### src/rtl/ng_pkg.sv
package ng_pkg;
  typedef enum logic [1:0] {
    GT_HOLD      = 2'd0,
    GT_MUTE      = 2'd1,
    GT_FADE      = 2'd2,
    GT_FADE_MUTE = 2'd3
  } gate_type_e;

  function automatic logic is_fading(gate_type_e t);
    return (t == GT_FADE) || (t == GT_FADE_MUTE);
  endfunction
endpackage

### src/rtl/ng_level_cmp.sv
module ng_level_cmp #(
  parameter int LEVEL_W = 16,
  parameter int THR_W   = 5,
  parameter int HYST    = 256
) (
  input  logic [LEVEL_W-1:0] level_i,
  input  logic [THR_W-1:0]   thr_i,
  output logic               below_o,
  output logic               reopen_o
);
  localparam int SHIFT = LEVEL_W - THR_W;
  localparam logic [LEVEL_W:0] HYST_V = (LEVEL_W+1)'(HYST);

  logic [LEVEL_W:0] thr_lvl, open_lvl, lvl_ext;

  always_comb begin
    thr_lvl  = {1'b0, thr_i, {SHIFT{1'b0}}};
    open_lvl = thr_lvl + HYST_V;
    lvl_ext  = {1'b0, level_i};
    below_o  = lvl_ext < thr_lvl;
    reopen_o = lvl_ext >= open_lvl;
  end
endmodule

### src/rtl/ng_timeout_cnt.sv
module ng_timeout_cnt #(
  parameter int TIMEOUT_SAMPLES = 12000
) (
  input  logic clk_i,
  input  logic rst_ni,
  input  logic stb_i,
  input  logic run_i,
  input  logic below_i,
  output logic expire_o
);
  localparam int CNT_W = (TIMEOUT_SAMPLES > 1) ? $clog2(TIMEOUT_SAMPLES) : 1;
  localparam logic [CNT_W-1:0] LAST = CNT_W'(TIMEOUT_SAMPLES - 1);

  logic [CNT_W-1:0] cnt_q;

  assign expire_o = stb_i && run_i && below_i && (cnt_q == LAST);

  always_ff @(posedge clk_i or negedge rst_ni) begin
    if (!rst_ni)                cnt_q <= '0;
    else if (!run_i)            cnt_q <= '0;
    else if (stb_i) begin
      if (!below_i || expire_o) cnt_q <= '0;
      else                      cnt_q <= cnt_q + 1'b1;
    end
  end

  AST_CNT_IN_RANGE: assert property (@(posedge clk_i) disable iff (!rst_ni)
    cnt_q <= LAST);

  AST_GAP_HOLDS_CNT: assert property (@(posedge clk_i) disable iff (!rst_ni)
    run_i && !stb_i |=> $stable(cnt_q));
endmodule

### src/rtl/ng_fade_ramp.sv
module ng_fade_ramp #(
  parameter int ATT_W        = 6,
  parameter int STEP_SAMPLES = 76
) (
  input  logic             clk_i,
  input  logic             rst_ni,
  input  logic             clr_i,
  input  logic             adv_i,
  output logic [ATT_W-1:0] att_o,
  output logic             full_o
);
  localparam int STEP_W = $clog2(STEP_SAMPLES + 1);
  localparam logic [STEP_W-1:0] STEP_LAST = STEP_W'(STEP_SAMPLES - 1);

  logic [STEP_W-1:0] step_q;
  logic [ATT_W-1:0]  att_q;

  assign att_o  = att_q;
  assign full_o = &att_q;

  always_ff @(posedge clk_i or negedge rst_ni) begin
    if (!rst_ni) begin
      att_q  <= '0;
      step_q <= '0;
    end else if (clr_i) begin
      att_q  <= '0;
      step_q <= '0;
    end else if (adv_i && !full_o) begin
      if (step_q == STEP_LAST) begin
        step_q <= '0;
        att_q  <= att_q + 1'b1;
      end else begin
        step_q <= step_q + 1'b1;
      end
    end
  end

  AST_ATT_UNIT_STEP: assert property (@(posedge clk_i) disable iff (!rst_ni)
    !clr_i |=> (att_o == $past(att_o)) || (att_o == $past(att_o) + 1'b1));

  AST_ATT_NO_WRAP: assert property (@(posedge clk_i) disable iff (!rst_ni)
    full_o && !clr_i |=> full_o);
endmodule

### src/rtl/noise_gate_ctrl.sv
module noise_gate_ctrl
  import ng_pkg::*;
#(
  parameter int LEVEL_W        = 16,
  parameter int ATT_W          = 6,
  parameter int HYST           = 256,
  parameter int SAMPLE_RATE_HZ = 48000,
  parameter int TIMEOUT_MS     = 250,
  parameter int FADE_MS        = 100
) (
  input  logic               clk_i,
  input  logic               rst_ni,
  input  logic               smp_stb_i,
  input  logic [LEVEL_W-1:0] level_i,
  input  logic               gate_en_i,
  input  logic [4:0]         thr_i,
  input  logic [1:0]         gate_type_i,
  output logic               gain_freeze_o,
  output logic [ATT_W-1:0]   gain_atten_o,
  output logic               mute_o
);
  localparam int TIMEOUT_SAMPLES = SAMPLE_RATE_HZ * TIMEOUT_MS / 1000;
  localparam int FADE_SAMPLES    = SAMPLE_RATE_HZ * FADE_MS / 1000;
  localparam int ATT_MAX         = (1 << ATT_W) - 1;
  localparam int STEP_RAW        = FADE_SAMPLES / ATT_MAX;
  localparam int STEP_SAMPLES    = (STEP_RAW < 1) ? 1 : STEP_RAW;

  logic       below, reopen, expire, full;
  logic       gated_q;
  gate_type_e type_q;
  logic       reopen_evt, fade_clr, fade_adv;

  ng_level_cmp #(.LEVEL_W(LEVEL_W), .THR_W(5), .HYST(HYST)) u_cmp (
    .level_i (level_i),
    .thr_i   (thr_i),
    .below_o (below),
    .reopen_o(reopen)
  );

  ng_timeout_cnt #(.TIMEOUT_SAMPLES(TIMEOUT_SAMPLES)) u_tmo (
    .clk_i   (clk_i),
    .rst_ni  (rst_ni),
    .stb_i   (smp_stb_i),
    .run_i   (gate_en_i && !gated_q),
    .below_i (below),
    .expire_o(expire)
  );

  assign reopen_evt = gate_en_i && gated_q && smp_stb_i && reopen;
  assign fade_clr   = !gate_en_i || !gated_q || reopen_evt;
  assign fade_adv   = smp_stb_i && is_fading(type_q);

  ng_fade_ramp #(.ATT_W(ATT_W), .STEP_SAMPLES(STEP_SAMPLES)) u_fade (
    .clk_i (clk_i),
    .rst_ni(rst_ni),
    .clr_i (fade_clr),
    .adv_i (fade_adv),
    .att_o (gain_atten_o),
    .full_o(full)
  );

  always_ff @(posedge clk_i or negedge rst_ni) begin
    if (!rst_ni) begin
      gated_q <= 1'b0;
      type_q  <= GT_HOLD;
    end else if (!gate_en_i) begin
      gated_q <= 1'b0;
    end else if (expire) begin
      gated_q <= 1'b1;
      type_q  <= gate_type_e'(gate_type_i);
    end else if (reopen_evt) begin
      gated_q <= 1'b0;
    end
  end

  assign gain_freeze_o = gated_q && (type_q == GT_HOLD);
  assign mute_o = gated_q && ((type_q == GT_MUTE) || ((type_q == GT_FADE_MUTE) && full));

  AST_CLOSE_NEEDS_TIMEOUT: assert property (@(posedge clk_i) disable iff (!rst_ni)
    $rose(gated_q) |-> $past(expire));

  AST_REOPEN_CLEARS: assert property (@(posedge clk_i) disable iff (!rst_ni)
    reopen_evt |=> !mute_o && !gain_freeze_o && (gain_atten_o == '0));

  AST_EN_LOW_OPEN: assert property (@(posedge clk_i) disable iff (!rst_ni)
    !gate_en_i |=> !mute_o && !gain_freeze_o && (gain_atten_o == '0));

  AST_HOLD_EXCLUSIVE: assert property (@(posedge clk_i) disable iff (!rst_ni)
    gain_freeze_o |-> !mute_o && (gain_atten_o == '0));

  AST_TYPE_LATCHED: assert property (@(posedge clk_i) disable iff (!rst_ni)
    gated_q && $past(gated_q) |-> $stable(type_q));

  AST_ZERO_THR_OPEN: assert property (@(posedge clk_i) disable iff (!rst_ni)
    (thr_i == 5'd0) |-> !expire);
endmodule

### config.mk
export PLATFORM = sky130hd
export DESIGN_NAME = noise_gate_ctrl
export DESIGN_NICKNAME = d
export VERILOG_FILES = /design/src/rtl/ng_pkg.sv /design/src/rtl/ng_level_cmp.sv /design/src/rtl/ng_timeout_cnt.sv /design/src/rtl/ng_fade_ramp.sv /design/src/rtl/noise_gate_ctrl.sv
export SDC_FILE = /design/constraint.sdc
export NUM_CORES = 1
export LEC_CHECK = 0
export BUFFER_PORTS_ARGS = -buffer_cell sky130_fd_sc_hd__buf_2
export CORE_MARGIN = 1
export CORE_UTILIZATION = 52
export CTS_CLUSTER_DIAMETER = 100
export DETAILED_ROUTE_END_ITERATION = 6
export GPL_TIMING_DRIVEN = 1
export PLACE_DENSITY = 0.79
export SLEW_MARGIN = 20
export SYNTH_ARGS = -nofsm -noshare
export SYNTH_HDL_FRONTEND = slang
export SYNTH_SLANG_ARGS = --single-unit
### constraint.sdc
create_clock -name clk_i -period 3.2 [get_ports clk_i]
set_input_delay 0.32 -clock clk_i [delete_from_list [all_inputs] [get_ports clk_i]]
set_output_delay 0.32 -clock clk_i [all_outputs]
set_load 0.05 [all_outputs]
==> reports/qor.yml <==
outcome:
  status: "finished, violations left"
  violations: "hold timing"
drt:
  firstDrtPassIters: 4
  drt-initial-drc-count: 86
  finalWirelength_um: 3620
  routed_via_density: 5.70
  ant_nets: 0
  num_vias: 1562
  drt-wirelength-per-cell_um: 13.2
  post-route-drc-count: 0
die:
  die_x_um: 61.1
  ioPinCount: 35
  dieArea_um2: 3740
  die_h_um: 61.1
  row_count: 21
  core_area_um2: 3340
  initial_core_util_pct: 54.5
timing:
  whs_ns: -0.0133
  fin_setup_tns_ns: 0
  drv_slew: 0
  relSlewSlack_pct: 38.6
  setup_viol: 0
  final.min_clock_period_ns: 2.03
  period_share_pct: 63.4
  finClkSkew_ns: 0.0144
  hold_violations: 17
  rsz0062_at_grt: "no"
  fmax_mhz: 493
  tightest_slew_ns: 0.917
place:
  hpwlAfterDp_um: 2670
  place_congestion: 0.764
  portBuffers: 26
  dp_cells: 266
logic_synthesis:
  synth-edff-count: 0
  asyncSetResetFlopFracSynth_pct: 100
  postSynthAreaPerCell_um2: 9.14
  syn_inst: 199
  synthFlopType: "dfrtp_1"
  ys_types: 47
  synth_seq_cells: 30
  seq_area_frac_synth_pct: 41.3
  syn_nets: 235
  synth_area_um2: 1820
  yosysWarnings: 0
power_and_ir_drop:
  p_per_area_nw_per_um2: 337
  vdd_drop_max_uv: 185
  p_leak_nw: 1.02
global_route:
  grt_pass1_wl_um: 5840
  grt_usage_pct: 21.8
  antenna_found_initial: 0
  gr-total-overflow: 0
  grt_max_degree: 31
  grt_pass1_vias: 1287
clock_network:
  cts_root_buffer: "clkbuf_4"
  cts_tree: "built"
  ctsHoldBuffers: 0
  cts.repair.resized: 0
  h-tree-depth: 2
  cts.sinks: 30
  clk_path_buf_depth: 2
  clk_pin_slew_ns: 0.10
  postCtsSetupBuffers: 0
  clk_latency_ns: 0.34
  cts_buffers: 5
critical_path:
  ff2ff_setup_slack_ns: 1.17
  critPathKind: "flop to flop"
  crit_fanout: 12
  required_ns: 3.41
  cp_cell_sequence: "ha_1, a31oi_1, o21ai_0, a22oi_1, nor2_1"
  cp_top_family: "compound AO/OA/AOI/OAI gates"
  cp_slowest_cell: "a31oi_1"
  start_kind: "flop"
  r2r_start: "u_fade.att_o[0]"
  cp.arrival_ns: 2.24
  ff2ff_path_depth: 5
  worstReg2RegEnd: "u_fade.step_q[3]"
  crit_buf_inv: 0
  max_stage_delay_ns: 0.68
  cp-end-kind: "flop"
final_layout:
  syn2layout_area_growth_pct: 12.0
  fin_nets: 263
  drive_above_1_share_pct: 18.0
  antenna-diode-count: 0
  final_cell_count_no_fill: 274
min_path:
  holdCritPathClass: "input port to asynchronous set/reset pin"
job:
  maxCapViolCount: 0
==> how the worst max path moves through the flow <==
stage                                  end             from  cells after the start  slack, ns
final                     u_fade.step_q[3]  u_fade.att_o[0]                      5       1.17
after global routing      u_fade.step_q[3]  u_fade.att_o[0]                      5       0.94
after CTS                 u_fade.step_q[3]  u_fade.att_o[0]                      5       1.12
after detailed placement         type_q[0]      level_i[12]                      7       1.11
after global placement           type_q[0]      level_i[12]                      7       1.17
after floorplan                     mute_o  u_fade.att_o[0]                      3       1.03
==> routing by layer <==
| metal | vias up | routed length [um] | GRT usage [%] | share of wire, % |
|---|---|---|---|---|
| met5 | - | 0 | 0 | 0 |
| li1 | 780 | - | - | - |
| met3 | 6 | 185 | 4.62 | 5.1 |
| met1 | 734 | 1860 | 32.0 | 51 |
| met2 | 42 | 1520 | 30.3 | 42 |
| met4 | 0 | 53 | 10.7 | 1.5 |
==> placed cells by master, fill, tap and decap left out, types with 2 or more instances in the layout <==
| cell type | count |
|---|---|
| a21o_1 | 7 |
| a21oi_1 | 11 |
| a22o_1 | 2 |
| and2_1 | 3 |
| and3_1 | 10 |
| buf_2 | 26 |
| clkbuf_4 | 5 |
| dfrtp_1 | 30 |
| ha_1 | 9 |
| inv_1 | 6 |
| nand2_1 | 23 |
| nand3_1 | 17 |
| nor2_1 | 17 |
| nor2b_1 | 3 |
| nor3_1 | 5 |
| nor3b_1 | 6 |
| nor4_1 | 2 |
| o21ai_0 | 6 |
| o21ai_1 | 6 |
| xor2_1 | 5 |
==> cells by family after synthesis <==
logic type / count (synthesis) / synth area share (%)
muxes: 2 / 1.24
buffers and inverters: 11 / 3.03
adders and majority gates: 9 / 6.19
and+or+nand+nor: 100 / 31.2
AOI/OAI and AO/OA: 41 / 14.2
xor gates and xnor gates: 6 / 2.89
DFF: 30 / 41.3
==> worst register-to-register path, cell delays in order, from the launching register on <==
cell and delay, ns:
dfrtp_1 0.44, ha_1 0.28, a31oi_1 0.68, o21ai_0 0.21, a22oi_1 0.22, nor2_1 0.06
==> power by group <==
group | leakage (nW) | switching, mW | internal [mW] | total, mW
Clock | 0.0343 | 0.137 | 0.105 | 0.243
Sequential | 0.418 | 0.00308 | 0.381 | 0.385
Combinational | 0.572 | 0.0353 | 0.0240 | 0.0593
Total | 1.02 | 0.176 | 0.511 | 0.687
==> through the flow <==
| stage | total power, mW | setup slack (ns) | util [%] | cell area [um2] |
|---|---|---|---|---|
| floorplan | 0.427 | 1.03 | - | 1820 |
| global placement | 0.451 | 1.17 | 59.1 | 1970 |
| detailed placement | 0.452 | 1.11 | 59.1 | 1970 |
| CTS | 0.692 | 1.12 | 61.0 | 2040 |
| global route | 0.717 | 0.945 | 61.0 | 2040 |
| finish | 0.687 | 1.17 | 61.0 | 2040 |
==> cells in the mapped netlist (all sizes together), types with 3 or more instances <==
library cell | instances | area, um2
inv | 6 | 22.5
nor4 | 3 | 33.8
nand3 | 18 | 95.1
buf | 3 | 25.0
ha | 9 | 113
and3 | 10 | 62.6
nor3 | 5 | 25.0
a21oi | 11 | 55.1
o21ai | 12 | 60.1
and2 | 3 | 18.8
nand2 | 23 | 86.3
nor2b | 3 | 18.8
a21o | 7 | 52.6
nor3b | 6 | 45.0
nor2 | 17 | 63.8
xor2 | 5 | 43.8
dfrtp | 30 | 751
==> state kept, by name (all words and copies together), names as in the netlist <==
name / cells
gated_q: 1
type_q: 2
u_fade.att_o: 6
u_fade.step_q: 7
u_tmo.cnt_q: 14
==> final cells by class <==
class	count	area, um2
Multi-Input combinational cell	158	1010
Tap cell	46	57.6
Clock buffer	6	51.3
Fill cell	310	1300
Timing Repair Buffer	26	130
Clock inverter	2	12.5
Sequential cell	30	751
Inverter	6	22.5
(Power assumes the default switching activity.)
